--- config.mk ---
export PLATFORM = sky130hd
export DESIGN_NAME = rmb_unit
export DESIGN_NICKNAME = d
export VERILOG_FILES = /design/src/rtl/rmb_pkg.sv /design/src/rtl/rmb_terms.sv /design/src/rtl/rmb_select.sv /design/src/rtl/rmb_out_stage.sv /design/src/rtl/rmb_unit.sv
export SDC_FILE = /design/constraint.sdc
export NUM_CORES = 1
export LEC_CHECK = 0
export ABC_AREA = 0
export ABC_CLOCK_PERIOD_IN_PS = 800
export BUFFER_PORTS_ARGS = -buffer_cell sky130_fd_sc_hd__buf_2
export CORE_ASPECT_RATIO = 1.1
export CORE_UTILIZATION = 45
export CTS_CLUSTER_SIZE = 8
export DETAILED_ROUTE_END_ITERATION = 8
export PLACE_DENSITY = 0.7
export SYNTH_ARGS = -nofsm -noshare
export SYNTH_HDL_FRONTEND = slang
export SYNTH_SLANG_ARGS = --single-unit
--- constraint.sdc ---
create_clock -name clk_i -period 0.8 [get_ports clk_i]
set_input_delay 0.2 -clock clk_i [delete_from_list [all_inputs] [get_ports clk_i]]
set_output_delay 0.2 -clock clk_i [all_outputs]
set_load 0.01 [all_outputs]
--- src/rtl/rmb_pkg.sv ---
package rmb_pkg;
  typedef enum logic [3:0] {
    FN_CLR_LOW_SET  = 4'd0,
    FN_SET_LOW_CLR  = 4'd1,
    FN_CLR_TRAIL_1  = 4'd2,
    FN_SET_TRAIL_0  = 4'd3,
    FN_ISO_LOW_CLR  = 4'd4,
    FN_ISO_LOW_SET  = 4'd5,
    FN_MSK_LOW_SET  = 4'd6,
    FN_MSK_LOW_CLR  = 4'd7,
    FN_CLR_LOW_RUN  = 4'd8
  } rmb_func_e;
endpackage

--- src/rtl/rmb_terms.sv ---
// Carry-chain terms shared by all functions.
module rmb_terms #(
  parameter int unsigned WIDTH = 32
) (
  input  logic [WIDTH-1:0] x_i,
  output logic [WIDTH-1:0] inc_o,
  output logic [WIDTH-1:0] dec_o,
  output logic [WIDTH-1:0] neg_o
);
  localparam logic [WIDTH-1:0] One = {{(WIDTH-1){1'b0}}, 1'b1};

  assign inc_o = x_i + One;
  assign dec_o = x_i - One;
  assign neg_o = ~x_i + One;
endmodule

--- src/rtl/rmb_select.sv ---
module rmb_select
  import rmb_pkg::*;
#(
  parameter int unsigned WIDTH = 32,
  parameter int unsigned FN_W  = 4
) (
  input  logic [FN_W-1:0]  func_i,
  input  logic [WIDTH-1:0] x_i,
  input  logic [WIDTH-1:0] inc_i,
  input  logic [WIDTH-1:0] dec_i,
  input  logic [WIDTH-1:0] neg_i,
  output logic [WIDTH-1:0] res_o,
  output logic             zero_o
);
  logic [WIDTH-1:0] low_set;

  assign low_set = x_i & neg_i;

  always_comb begin
    unique case (func_i)
      FN_CLR_LOW_SET: res_o = x_i & dec_i;
      FN_SET_LOW_CLR: res_o = x_i | inc_i;
      FN_CLR_TRAIL_1: res_o = x_i & inc_i;
      FN_SET_TRAIL_0: res_o = x_i | dec_i;
      FN_ISO_LOW_CLR: res_o = ~x_i & inc_i;
      FN_ISO_LOW_SET: res_o = low_set;
      FN_MSK_LOW_SET: res_o = x_i ^ dec_i;
      FN_MSK_LOW_CLR: res_o = x_i ^ inc_i;
      FN_CLR_LOW_RUN: res_o = (low_set + x_i) & x_i;
      default:        res_o = '0;
    endcase
  end

  assign zero_o = (res_o == '0);
endmodule

--- src/rtl/rmb_out_stage.sv ---
module rmb_out_stage #(
  parameter int unsigned WIDTH   = 32,
  parameter bit          REG_OUT = 1'b1
) (
  input  logic             clk_i,
  input  logic             rst_ni,
  input  logic             in_valid_i,
  input  logic [WIDTH-1:0] res_i,
  input  logic             zero_i,
  output logic [WIDTH-1:0] res_o,
  output logic             zero_o,
  output logic             out_valid_o
);
  if (REG_OUT) begin : g_reg
    always_ff @(posedge clk_i or negedge rst_ni) begin
      if (!rst_ni) begin
        res_o       <= '0;
        zero_o      <= 1'b1;
        out_valid_o <= 1'b0;
      end else begin
        out_valid_o <= in_valid_i;
        if (in_valid_i) begin
          res_o  <= res_i;
          zero_o <= zero_i;
        end
      end
    end
  end else begin : g_comb
    logic unused_clk;
    assign unused_clk  = clk_i ^ rst_ni;
    assign res_o       = res_i;
    assign zero_o      = zero_i;
    assign out_valid_o = in_valid_i;
  end
endmodule

--- src/rtl/rmb_unit.sv ---
module rmb_unit #(
  parameter int unsigned WIDTH   = 32,
  parameter int unsigned FN_W    = 4,
  parameter bit          REG_OUT = 1'b1
) (
  input  logic             clk_i,
  input  logic             rst_ni,
  input  logic             in_valid_i,
  input  logic [FN_W-1:0]  func_i,
  input  logic [WIDTH-1:0] x_i,
  output logic [WIDTH-1:0] res_o,
  output logic             zero_o,
  output logic             out_valid_o
);
  logic [WIDTH-1:0] inc, dec, neg, res_c;
  logic             zero_c;

  rmb_terms #(.WIDTH(WIDTH)) i_terms (
    .x_i  (x_i),
    .inc_o(inc),
    .dec_o(dec),
    .neg_o(neg)
  );

  rmb_select #(.WIDTH(WIDTH), .FN_W(FN_W)) i_select (
    .func_i(func_i),
    .x_i   (x_i),
    .inc_i (inc),
    .dec_i (dec),
    .neg_i (neg),
    .res_o (res_c),
    .zero_o(zero_c)
  );

  rmb_out_stage #(.WIDTH(WIDTH), .REG_OUT(REG_OUT)) i_out (
    .clk_i      (clk_i),
    .rst_ni     (rst_ni),
    .in_valid_i (in_valid_i),
    .res_i      (res_c),
    .zero_i     (zero_c),
    .res_o      (res_o),
    .zero_o     (zero_o),
    .out_valid_o(out_valid_o)
  );
endmodule

==> results of run 1 <==
-- cell usage after synthesis, types with 5 or more instances --
cell type / instances
a311oi_1: 5
o31ai_1: 7
nor2b_1: 7
ha_1: 37
a21oi_1: 78
nor4b_1: 8
xor2_1: 12
nor4_1: 18
mux2i_1: 14
xnor2_1: 14
or4_1: 5
nand2_1: 86
o211ai_1: 18
and3_1: 17
and2_1: 6
nand2b_1: 7
nor3b_1: 5
o22ai_1: 12
a22oi_1: 17
o311ai_0: 8
nor2_1: 116
a31oi_1: 12
nand3_1: 44
buf_1: 6
o21ai_0: 74
nand4_1: 35
a222oi_1: 7
mux2_2: 8
o221ai_1: 6
clkbuf_1: 73
a211oi_1: 15
or3_1: 12
buf_2: 7
inv_1: 42
o21a_1: 5
a21o_1: 6
dfrtp_1: 33
a221oi_1: 8
and4_1: 6
nor3_1: 46
-- metrics by stage --
step | cell area, sq um | cells
floorplan | 7340 | 1031
global placement | 10500 | 1616
detailed placement | 10500 | 1616
CTS | 12200 | 1691
-- per-layer routing --
layer,GRT overflow,track usage
met4,7,0.672
met2,6,0.889
met3,0,0.445
met1,0,0.704
met5,0,0.0688
-- cells by family after synthesis --
family	share of synthesized area
adders and majority gates	0.0672
DFF	0.124
buffers and inverters	0.0776
xor gates and xnor gates	0.0331
muxes	0.0334
AOI/OAI and AO/OA	0.328
and+or+nand+nor	0.337
-- repair_timing --
| action | CTS |
|---|---|
| setup endpoints to repair | 67 |
| setup buffers | 74 |
| gates resized for setup | 235 |
| hold buffers | 1 |
| pin swaps | 103 |
| endpoints found under the hold margin | 8 |
==> results.toml, run 1 <==
[grt]
grt-ovfl-total = 13
globalRouteTotalUtil = 0.679
grt_max_degree = 52

[cts]
cts_buffers = 5
clock_sinks = 34
clock_path_buffers = 2
cts_root_buffer = "clkbuf_16"
cts-htree-levels = 2

[status]
firstError = "[ERROR GRT-0232] Routing congestion too high. Check the congestion heatmap in the GUI."
stop_stage = "global routing (5_1_grt)"
status = "did not finish"

[timing]
worst_path_end_type = "register data pin"
grt_repair_worst_endpoint = "i_out.zero_o$_DFFE_PN1P_/D"

[placement]
gp_congestion = 1.05
io_buffers = 72
hpwl_um = 29600
place_ws_ns = -3.11

[synthesis]
synth-seq-area-share = 0.124
syn-mean-instance-area_sq_um = 6.68
async_reset_ff_frac = 1.00
synth-main-ff-cell = "dfrtp_1"
netlist_instances = 1031
ys_types = 78
synth_nets = 1107
synth_edf_count = 0
yosysWarnings = 0
ys_ff_latch = 34
yosys.area.top_type = "dfrtp_1"
netlist_area_sq_mm = 0.00689
synth_top_cell_area_share = 0.120
ys_top_cells_by_area = "dfrtp_1 (12%), ha_1 (6.7%), nor2_1 (6.3%)"

[die]
initial_utilization = 0.459
fp.dieW_um = 120
die_h_um = 132
num_rows = 47
boundaryPins = 73
==> run 2: changes to the inputs <==
--- a/config.mk
+++ b/config.mk
@@ -6,13 +6,11 @@
 export NUM_CORES = 1
 export LEC_CHECK = 0
 export ABC_AREA = 0
-export ABC_CLOCK_PERIOD_IN_PS = 800
+export ABC_CLOCK_PERIOD_IN_PS = 1050
 export BUFFER_PORTS_ARGS = -buffer_cell sky130_fd_sc_hd__buf_2
-export CORE_ASPECT_RATIO = 1.1
-export CORE_UTILIZATION = 45
-export CTS_CLUSTER_SIZE = 8
+export CORE_UTILIZATION = 30
 export DETAILED_ROUTE_END_ITERATION = 8
-export PLACE_DENSITY = 0.7
+export PLACE_DENSITY_LB_ADDON = 0.15
 export SYNTH_ARGS = -nofsm -noshare
 export SYNTH_HDL_FRONTEND = slang
 export SYNTH_SLANG_ARGS = --single-unit
==> constraint.sdc (replaced) <==
create_clock -name clk_i -period 1.05 [get_ports clk_i]
set_input_delay 0.2625 -clock clk_i [delete_from_list [all_inputs] [get_ports clk_i]]
set_output_delay 0.2625 -clock clk_i [all_outputs]
set_load 0.01 [all_outputs]
==> run 2 against run 1 <==
The flow now finishes, with violations (setup timing). Area after synthesis did not move. Synthesized cell count did not move.
==> results.toml, run 2 <==
[status]
status = "finished, violations left"
violations = "setup timing"

[power_and_ir_drop]
irDropWorstVdd_mv = 0.557
power-per-cell-area_mw_per_mm2 = 560
finalPower_w = 0.00697
power_leakage_nw = 5.30

[die]
boundaryPins = 73
core_area_sq_mm = 0.0226
fp.dieW_um = 154
num_rows = 55
die_h_um = 154
initial_utilization = 0.305
die-area_sq_mm = 0.0236

[cts]
clock_path_buffers = 2
cts_tree = "done"
clk_pin_slew_ns = 0.06
cts_buffers = 5
clock_sinks = 34
cts-htree-levels = 2
clock_latency_ns = 0.28
cts_root_buffer = "clkbuf_16"

[setup_path]
crit_arrival_ns = 3.78
r2r-end = "i_out.res_o[16]$_DFFE_PN0P_"
regToRegSetupSlack_ns = 0.16
crit_path_max_incr_delay_ns = 0.48
worst-path-buf-inv = 2
reg2reg_from = "i_out.res_o[16]$_DFFE_PN0P_"
startpoint_type = "primary input"
path_cells = "buf_8, inv_8, nor3_4, and3_4, nand2_2, or3_4, or4_4, nor2_4, and3_4, ha_4, xnor2_1, nand2_1, a21oi_2, a211oi_2, nand4_1, o21ai_2, nand3_1, or4_1, o41ai_2"
cp_common_cell = "and3_4"
cp_max_fo = 3
worst_ep_required_time_ns = 1.24
crit_slowest_cell = "or4_4"
r2r_cells = 4
critical_path_class = "primary input to flip-flop"
end_kind = "flip-flop"
crit_family = "simple AND/OR/NAND/NOR gates"

[timing]
slew_headroom = 0.549
setup_violations = 57
hold_viol_final = 0
worst_pin_slew_ns = 0.675
clock_skew_ns = 0
hold_slack_ns = 0.473
min_period_ns = 3.59
maxSlewViolCount = 0
fmaxAchievable_mhz = 279
fin_ws_ns = -2.54
finalCritPeriodShare = 3.42
tns_ns = -53.42
rsz0062_at_grt = "true"

[synthesis]
synth-seq-area-share = 0.124
yosysWarnings = 0
synth_commonest_cells = "nor2_1 (116), nand2_1 (86), a21oi_1 (78)"
synth-main-ff-cell = "dfrtp_1"
netlist_area_sq_mm = 0.00689
synth_top_cell_area_share = 0.120
syn-mean-instance-area_sq_um = 6.68
ys_ff_latch = 34
synth_nets = 1107
synth_edf_count = 0
ys_top_cells_by_area = "dfrtp_1 (12%), ha_1 (6.7%), nor2_1 (6.3%)"
yosys.area.top_type = "dfrtp_1"
async_reset_ff_frac = 1.00
synth_most_common_cell = "nor2_1"
netlist_instances = 1031
ys_types = 78

[final_layout]
drive_above_1_share = 0.506
num-nets-final = 1549
regArea_sq_um = 852
layout_common_cells = "buf_4 (408), nor2_1 (103), nand2_1 (77), buf_2 (60)"
fillers = 2203
syn_to_final_growth_pct = 80.7
multi_input_area_sq_mm = 0.00683
antenna_cells = 0
largest_reg_flops = 32
largestRegisters = "i_out.res_o (32), i_out.out_valid_o (1), i_out.zero_o (1)"
postLayoutCoreUtil = 0.551
final_common_cell = "buf_4"
largest-register = "i_out.res_o"

[placement]
gp_congestion = 1.03
io_buffers = 72
hpwl_um = 31100
place_ws_ns = -3.11

[route]
wl_um = 40300
vias = 10500
drc = 0
firstDrtPassIters = 6
ant_nets = 0
first_iter_violations = 914
via_per_inst = 5.96
routed_wire_length_per_instance_um = 22.9

[grt]
grt_pass1_wl_um = 60400
globalRouteTotalUtil = 0.334
grt_max_degree = 52
grt_antenna_before_repair = 0
first_global_vias = 10300
grt-ovfl-total = 0

[min_path]
min_path_type = "primary input to async pin"

[job]
drv_cap = 0
[run 2: report_power, final]
part	switching (W)	internal [W]	total, W
combinational	0.00213	0.00183	0.00396
clock	0.000547	0.000940	0.00149
sequential	0.0000760	0.00145	0.00153
[run 2: repair_timing]
| item | 4_1_cts | 5_1_grt |
|---|---|---|
| pin swaps | 80 | 52 |
| hold buffers | 1 | 0 |
| setup endpoints to repair | 65 | 67 |
| resized for setup | 207 | 77 |
| gates cloned | 0 | 1 |
| hold endpoints to repair | 33 | 0 |
| buffers inserted | 45 | 21 |
[run 2: how the worst max path moves through the flow]
| stage | depth (start not counted) | endpoint | start |
|---|---|---|---|
| 5_1_grt | 20 | i_out.zero_o$_DFFE_PN1P_ | x_i[0] |
| 6_report | 19 | i_out.zero_o$_DFFE_PN1P_ | x_i[0] |
| 3_5_place_dp | 20 | i_out.zero_o$_DFFE_PN1P_ | x_i[0] |
| 4_1_cts | 19 | i_out.zero_o$_DFFE_PN1P_ | x_i[0] |
| 3_3_place_gp | 20 | i_out.zero_o$_DFFE_PN1P_ | x_i[0] |
| 2_1_floorplan | 19 | i_out.zero_o$_DFFE_PN1P_ | x_i[0] |
[run 2: area by class of cell]
| class | count | area share |
|---|---|---|
| flip-flops and latches | 34 | 0.0685 |
| clock inverters | 1 | 0.000402 |
| well taps | 285 | 0.0286 |
| repair buffers | 524 | 0.326 |
| multi-input cells | 862 | 0.549 |
| inverters | 46 | 0.0156 |
| clock buffers | 7 | 0.0115 |
[run 2: tightest hold or removal path, cell delays in order]
cell           delay [ns]
dlygate4sd3_1        0.52
buf_2                0.12
buf_12               0.21
[run 2: logic make-up after synthesis]
family                   synth area share
AO/OA/AOI/OAI                       0.328
adder cells (fa/ha/maj)            0.0672
multiplexers                       0.0334
AND/OR/NAND/NOR                     0.337
XOR/XNOR                           0.0331
flip-flops                          0.124
buffers and inverters              0.0776
[run 2: per-layer routing]
metal  vias up  wire length, um  track usage
li1       4821                -            -
met1      4965            16800        0.437
met2       575            17700        0.524
met3       127             3340       0.0567
met4         0             2470        0.176
met5         -                0            0
[run 2: per-stage QoR]
stage | instances | area (sq um)
2_1_floorplan | 1031 | 7340
3_3_place_gp | 1695 | 10500
3_5_place_dp | 1695 | 10500
4_1_cts | 1740 | 11900
5_1_grt | 1759 | 12400
6_report | 1759 | 12400
Power figures use the tool's default switching activity.
==> run 3: changes to the inputs <==
--- a/config.mk
+++ b/config.mk
@@ -9,8 +9,10 @@
 export ABC_CLOCK_PERIOD_IN_PS = 1050
 export BUFFER_PORTS_ARGS = -buffer_cell sky130_fd_sc_hd__buf_2
 export CORE_UTILIZATION = 30
+export CTS_BUF_LIST = sky130_fd_sc_hd__clkbuf_4 sky130_fd_sc_hd__clkbuf_8
 export DETAILED_ROUTE_END_ITERATION = 8
 export PLACE_DENSITY_LB_ADDON = 0.15
+export SLEW_MARGIN = 20
 export SYNTH_ARGS = -nofsm -noshare
 export SYNTH_HDL_FRONTEND = slang
 export SYNTH_SLANG_ARGS = --single-unit
==> run 3 against run 2 <==
The flow still finishes with violations (setup timing). Design area is 0.72% lower. Critical path depth stayed put. Via count hardly changed. Clock skew stayed put. Largest power group unchanged.
==> results.toml, run 3 (synthesis gave the netlist of run 2 again) <==
[route]
wl_um = 40200
routed_wire_length_per_instance_um = 22.9
drc = 0
ant_nets = 0
firstDrtPassIters = 5
via_per_inst = 5.97
vias = 10500
first_iter_violations = 910

[die]
core_area_sq_mm = 0.0226
die_h_um = 154
num_rows = 55
initial_utilization = 0.305
boundaryPins = 73
fp.dieW_um = 154
die-area_sq_mm = 0.0236

[cts]
clock_sinks = 34
cts-htree-levels = 2
cts_tree = "done"
clk_pin_slew_ns = 0.07
cts_root_buffer = "clkbuf_8"
clock_latency_ns = 0.30
clock_path_buffers = 2
cts_buffers = 5

[timing]
clock_skew_ns = 0
rsz0062_at_grt = "true"
slew_headroom = 0.547
fmaxAchievable_mhz = 280
tns_ns = -53.53
setup_violations = 67
worst_pin_slew_ns = 0.677
min_period_ns = 3.58
maxSlewViolCount = 0
hold_viol_final = 0
finalCritPeriodShare = 3.40
fin_ws_ns = -2.53

[grt]
first_global_vias = 10300
grt_max_degree = 52
grt-ovfl-total = 0
grt_antenna_before_repair = 0
grt_pass1_wl_um = 60400
globalRouteTotalUtil = 0.334

[placement]
gp_congestion = 1.03
io_buffers = 72
hpwl_um = 31100
dp.cells = 1695
place_ws_ns = -3.11

[final_layout]
finalNonFillerCells = 1758
layout_common_cells = "buf_4 (407), nor2_1 (103), nand2_1 (77), buf_2 (60)"
postLayoutCoreUtil = 0.547
num-nets-final = 1548
drive_above_1_share = 0.506
largest-register = "i_out.res_o"
syn_to_final_growth_pct = 79.4
final_common_cell = "buf_4"
fillers = 2209
largest_reg_flops = 32
largestRegisters = "i_out.res_o (32), i_out.out_valid_o (1), i_out.zero_o (1)"
antenna_cells = 0

[power_and_ir_drop]
seqPwrFrac = 0.233
switching_power_w = 0.00270
clock_power_share = 0.162
p_int_w = 0.00383
pwr-share-comb = 0.605
switching_share = 0.414
irDropWorstVdd_mv = 0.656
power_leakage_nw = 5.27
power-per-cell-area_mw_per_mm2 = 528
finalPower_w = 0.00653

[setup_path]
worst_ep_required_time_ns = 1.26
startpoint_type = "primary input"
cp_max_fo = 3
r2r-end = "i_out.res_o[13]$_DFFE_PN0P_"
critical_path_class = "primary input to flip-flop"
end_kind = "flip-flop"
r2r_cells = 4
reg2reg_from = "i_out.res_o[13]$_DFFE_PN0P_"
regToRegSetupSlack_ns = 0.14
crit_arrival_ns = 3.78

[status]
violations = "setup timing"
status = "finished, violations left"

[job]
drv_cap = 0

[min_path]
min_path_type = "primary input to async pin"
## run 3: worst max-delay path, stage by stage
cell	delay [ns]
buf_8	0.09
inv_8	0.03
nor3_4	0.18
and3_4	0.21
nand2_2	0.06
or3_4	0.37
or4_4	0.48
nor2_4	0.14
and3_4	0.21
ha_4	0.21
xnor2_1	0.12
nand2_1	0.09
a21oi_2	0.06
a211oi_2	0.22
nand4_1	0.13
o21ai_2	0.22
nand3_1	0.08
or4_1	0.42
o41ai_2	0.20
## run 3: worst max path at each step
stage | start | to | cells after the start
after floorplan | x_i[0] | i_out.zero_o$_DFFE_PN1P_ | 19
after detailed placement | x_i[0] | i_out.zero_o$_DFFE_PN1P_ | 20
after global routing | x_i[0] | i_out.zero_o$_DFFE_PN1P_ | 20
final | x_i[0] | i_out.zero_o$_DFFE_PN1P_ | 19
after CTS | x_i[0] | i_out.zero_o$_DFFE_PN1P_ | 19
after global placement | x_i[0] | i_out.zero_o$_DFFE_PN1P_ | 20
## run 3: cell type report
cell class                      count  area, sq um  area share
Tap cell                          285          357      0.0289
Sequential cell                    34          852      0.0690
Inverter                           46          194      0.0157
Multi-Input combinational cell    862         6820       0.552
Clock inverter                      1         5.00    0.000405
Clock buffer                        7         90.1     0.00729
Timing Repair Buffer              523         4040       0.327
## run 3: routing by layer
layer / wire [um] / vias to the layer above / global-route usage
met5: 0 / - / 0
li1: - / 4823 / -
met2: 17500 / 564 / 0.524
met1: 16800 / 4972 / 0.436
met3: 3380 / 132 / 0.0558
met4: 2520 / 0 / 0.183
## run 3: power by group through the flow
| stage | clock (W) | combinational (W) | sequential, W |
|---|---|---|---|
| after floorplan | 0 | 0.00155 | 0.00161 |
| after global placement | 0 | 0.00322 | 0.00154 |
| after detailed placement | 0 | 0.00323 | 0.00154 |
| after CTS | 0.00108 | 0.00367 | 0.00152 |
| after global routing | 0.00114 | 0.00417 | 0.00153 |
| final | 0.00106 | 0.00395 | 0.00152 |
## run 3: repair_timing
action,4_1_cts,5_1_grt
buffers inserted,43,23
endpoints found under the setup margin,67,67
gates resized for setup,207,76
pin swaps,80,52
hold endpoints to repair,33,0
hold buffers,1,0
## run 3: metrics by stage
step	hold slack [ns]	instance area (sq um)
CTS	0.450	11800
global route	0.468	12400
floorplan	-0.0331	7340
global placement	0.233	10500
finish	0.443	12400
detailed placement	0.240	10500
==> run 4: changes to the inputs <==
--- a/config.mk
+++ b/config.mk
@@ -6,7 +6,7 @@
 export NUM_CORES = 1
 export LEC_CHECK = 0
 export ABC_AREA = 0
-export ABC_CLOCK_PERIOD_IN_PS = 1050
+export ABC_CLOCK_PERIOD_IN_PS = 3830
 export BUFFER_PORTS_ARGS = -buffer_cell sky130_fd_sc_hd__buf_2
 export CORE_UTILIZATION = 30
 export CTS_BUF_LIST = sky130_fd_sc_hd__clkbuf_4 sky130_fd_sc_hd__clkbuf_8
==> constraint.sdc (replaced) <==
create_clock -name clk_i -period 3.83 [get_ports clk_i]
set_input_delay 0.9575 -clock clk_i [delete_from_list [all_inputs] [get_ports clk_i]]
set_output_delay 0.9575 -clock clk_i [all_outputs]
set_load 0.01 [all_outputs]
==> run 4 against run 3 <==
Critical path type unchanged. Design area down 12%. Via count down 3.4%. Clock power decreased by 73%. Sequential cell count stayed put. Core utilization shrank 6.8 points. The run still ends with setup timing left.
==> results.toml, run 4 (synthesis gave the netlist of run 2 again) <==
[status]
status = "finished, violations left"
violations = "setup timing"

[route]
first_iter_violations = 1224
firstDrtPassIters = 8
vias = 10100
routed_wire_length_per_instance_um = 22.6
wl_um = 38300
ant_nets = 0
via_per_inst = 6.00
drc = 0

[setup_path]
worst_ep_required_time_ns = 4.03
worst-path-buf-inv = 2
crit_arrival_ns = 4.46
crit_slowest_cell = "or4_4"
cp_max_fo = 3
crit_family = "simple AND/OR/NAND/NOR gates"
path_cells = "buf_8, inv_8, nor3_4, and3_4, nand2_4, or3_4, or4_4, nor2_4, and3_4, ha_4, o21ai_0, a22oi_1, o21ai_0, a211oi_2, nand4_1, o21ai_2, nand3_1, or4_1, o41ai_2"
critical_path_class = "primary input to flip-flop"
crit_path_max_incr_delay_ns = 0.48
end_kind = "flip-flop"
startpoint_type = "primary input"

[final_layout]
final_common_cell = "buf_4"
drive_above_1_share = 0.414
antenna_cells = 0
largest-register = "i_out.res_o"
finalNonFillerCells = 1690
largestRegisters = "i_out.res_o (32), i_out.out_valid_o (1), i_out.zero_o (1)"
layout_common_cells = "buf_4 (371), nor2_1 (111), nand2_1 (79), a21oi_1 (73), buf_2 (71)"
syn_to_final_growth_pct = 57.3
largest_reg_flops = 32
num-nets-final = 1480

[grt]
grt_max_degree = 52
globalRouteTotalUtil = 0.321
grt_antenna_before_repair = 0
gr-usage-met2 = 0.495
use_met3 = 0.0338
top_usage_layer = "met2"
met1_usage = 0.446
grt_pass1_wl_um = 58200
grt-ovfl-total = 0
first_global_vias = 9659

[cts]
cts-htree-levels = 2
cts_root_buffer = "clkbuf_8"
clock_latency_ns = 0.29
clock_sinks = 34
cts_tree = "done"
clk_pin_slew_ns = 0.07
cts_buffers = 5
clock_path_buffers = 2

[power_and_ir_drop]
irDropWorstVdd_mv = 0.153
switching_power_w = 0.000670
power-per-cell-area_mw_per_mm2 = 148
seqPwrFrac = 0.259
switching_share = 0.417
power_leakage_nw = 4.81
clock_power_share = 0.181
pwr-share-comb = 0.560
p_int_w = 0.000937

[timing]
fmaxAchievable_mhz = 235
maxSlewViolCount = 0
slew_headroom = 0.478
finalCritPeriodShare = 1.11
fin_ws_ns = -0.430
worst_pin_slew_ns = 0.783
hold_slack_ns = 0.491
hold_viol_final = 0
rsz0062_at_grt = "true"
min_period_ns = 4.26
setup_violations = 3
clock_skew_ns = 0
tns_ns = -0.469

[die]
die_h_um = 154
boundaryPins = 73
core_area_sq_mm = 0.0226
fp.dieW_um = 154
initial_utilization = 0.305
die-area_sq_mm = 0.0236
num_rows = 55

[job]
drv_cap = 0

[placement]
hpwl_um = 30700
gp_congestion = 1.04
dp.cells = 1674
io_buffers = 72

[min_path]
min_path_type = "flip-flop to flip-flop"
==> run 4: cell types whose count changed in the layout (fill, tap and decap cells not counted), moves of 11 or more <==
| cell | before | now |
|---|---|---|
| buf_2 | 60 | 71 |
| ha_4 | 17 | 6 |
| ha_1 | 18 | 31 |
| a21oi_2 | 23 | 5 |
| o21ai_0 | 53 | 70 |
| buf_6 | 45 | 9 |
| a21oi_1 | 53 | 73 |
| buf_4 | 407 | 371 |
==> run 4: power by group through the flow <==
stage / Sequential [W] / Clock (W) / Combinational [W]
finish: 0.000416 / 0.000291 / 0.000900
global route: 0.000421 / 0.000317 / 0.000962
CTS: 0.000417 / 0.000301 / 0.000865
detailed placement: 0.000423 / 0 / 0.000843
global placement: 0.000422 / 0 / 0.000842
floorplan: 0.000441 / 0 / 0.000389
==> run 4: layout make-up <==
| class | count | area, sq um |
|---|---|---|
| Clock buffer | 7 | 90.1 |
| Clock inverter | 1 | 5.00 |
| Fill cell | 2352 | 11700 |
| Inverter | 46 | 183 |
| Multi-Input combinational cell | 862 | 6030 |
| Sequential cell | 34 | 852 |
| Tap cell | 285 | 357 |
| Timing Repair Buffer | 455 | 3320 |
==> run 4: path summary, 6_finish.rpt <==
path                                             start                           to  slack (ns)  cells past startpoint
min reg2reg                i_out.res_o[15]$_DFFE_PN0P_  i_out.res_o[15]$_DFFE_PN0P_        0.49                      1
max reg2reg                i_out.res_o[27]$_DFFE_PN0P_  i_out.res_o[27]$_DFFE_PN0P_        3.07                      1
max in group asynchronous                       rst_ni  i_out.res_o[18]$_DFFE_PN0P_        2.59                      1
min in group asynchronous                       rst_ni  i_out.res_o[30]$_DFFE_PN0P_        0.75                      1
max                                             x_i[0]     i_out.zero_o$_DFFE_PN1P_       -0.43                     19
min                        i_out.res_o[15]$_DFFE_PN0P_  i_out.res_o[15]$_DFFE_PN0P_        0.49                      1
==> run 4: routing by layer <==
metal	wire, um	share of wire	up-vias
met3	3040	0.079	122
met4	2070	0.054	0
met2	16400	0.43	546
met5	0	0	-
li1	-	-	4695
met1	16800	0.44	4771
==> run 4: what timing repair did <==
| item | 4_1_cts | 5_1_grt |
|---|---|---|
| pin swaps | 13 | 24 |
| setup buffers | 5 | 4 |
| gates resized for setup | 47 | 49 |
| gates cloned | 0 | 1 |
| hold buffers | 0 | 0 |
| endpoints found under the setup margin | 12 | 10 |
==> run 4: stage by stage <==
stage / area (sq um) / power [W] / setup WS (ns) / utilization
4_1_cts: 10600 / 0.00158 / -0.361 / 0.468
3_3_place_gp: 10200 / 0.00126 / -0.892 / 0.452
3_5_place_dp: 10200 / 0.00127 / -0.963 / 0.452
2_1_floorplan: 6990 / 0.000829 / -0.528 / -
5_1_grt: 10800 / 0.00170 / -0.647 / 0.480
6_report: 10800 / 0.00161 / -0.430 / 0.480
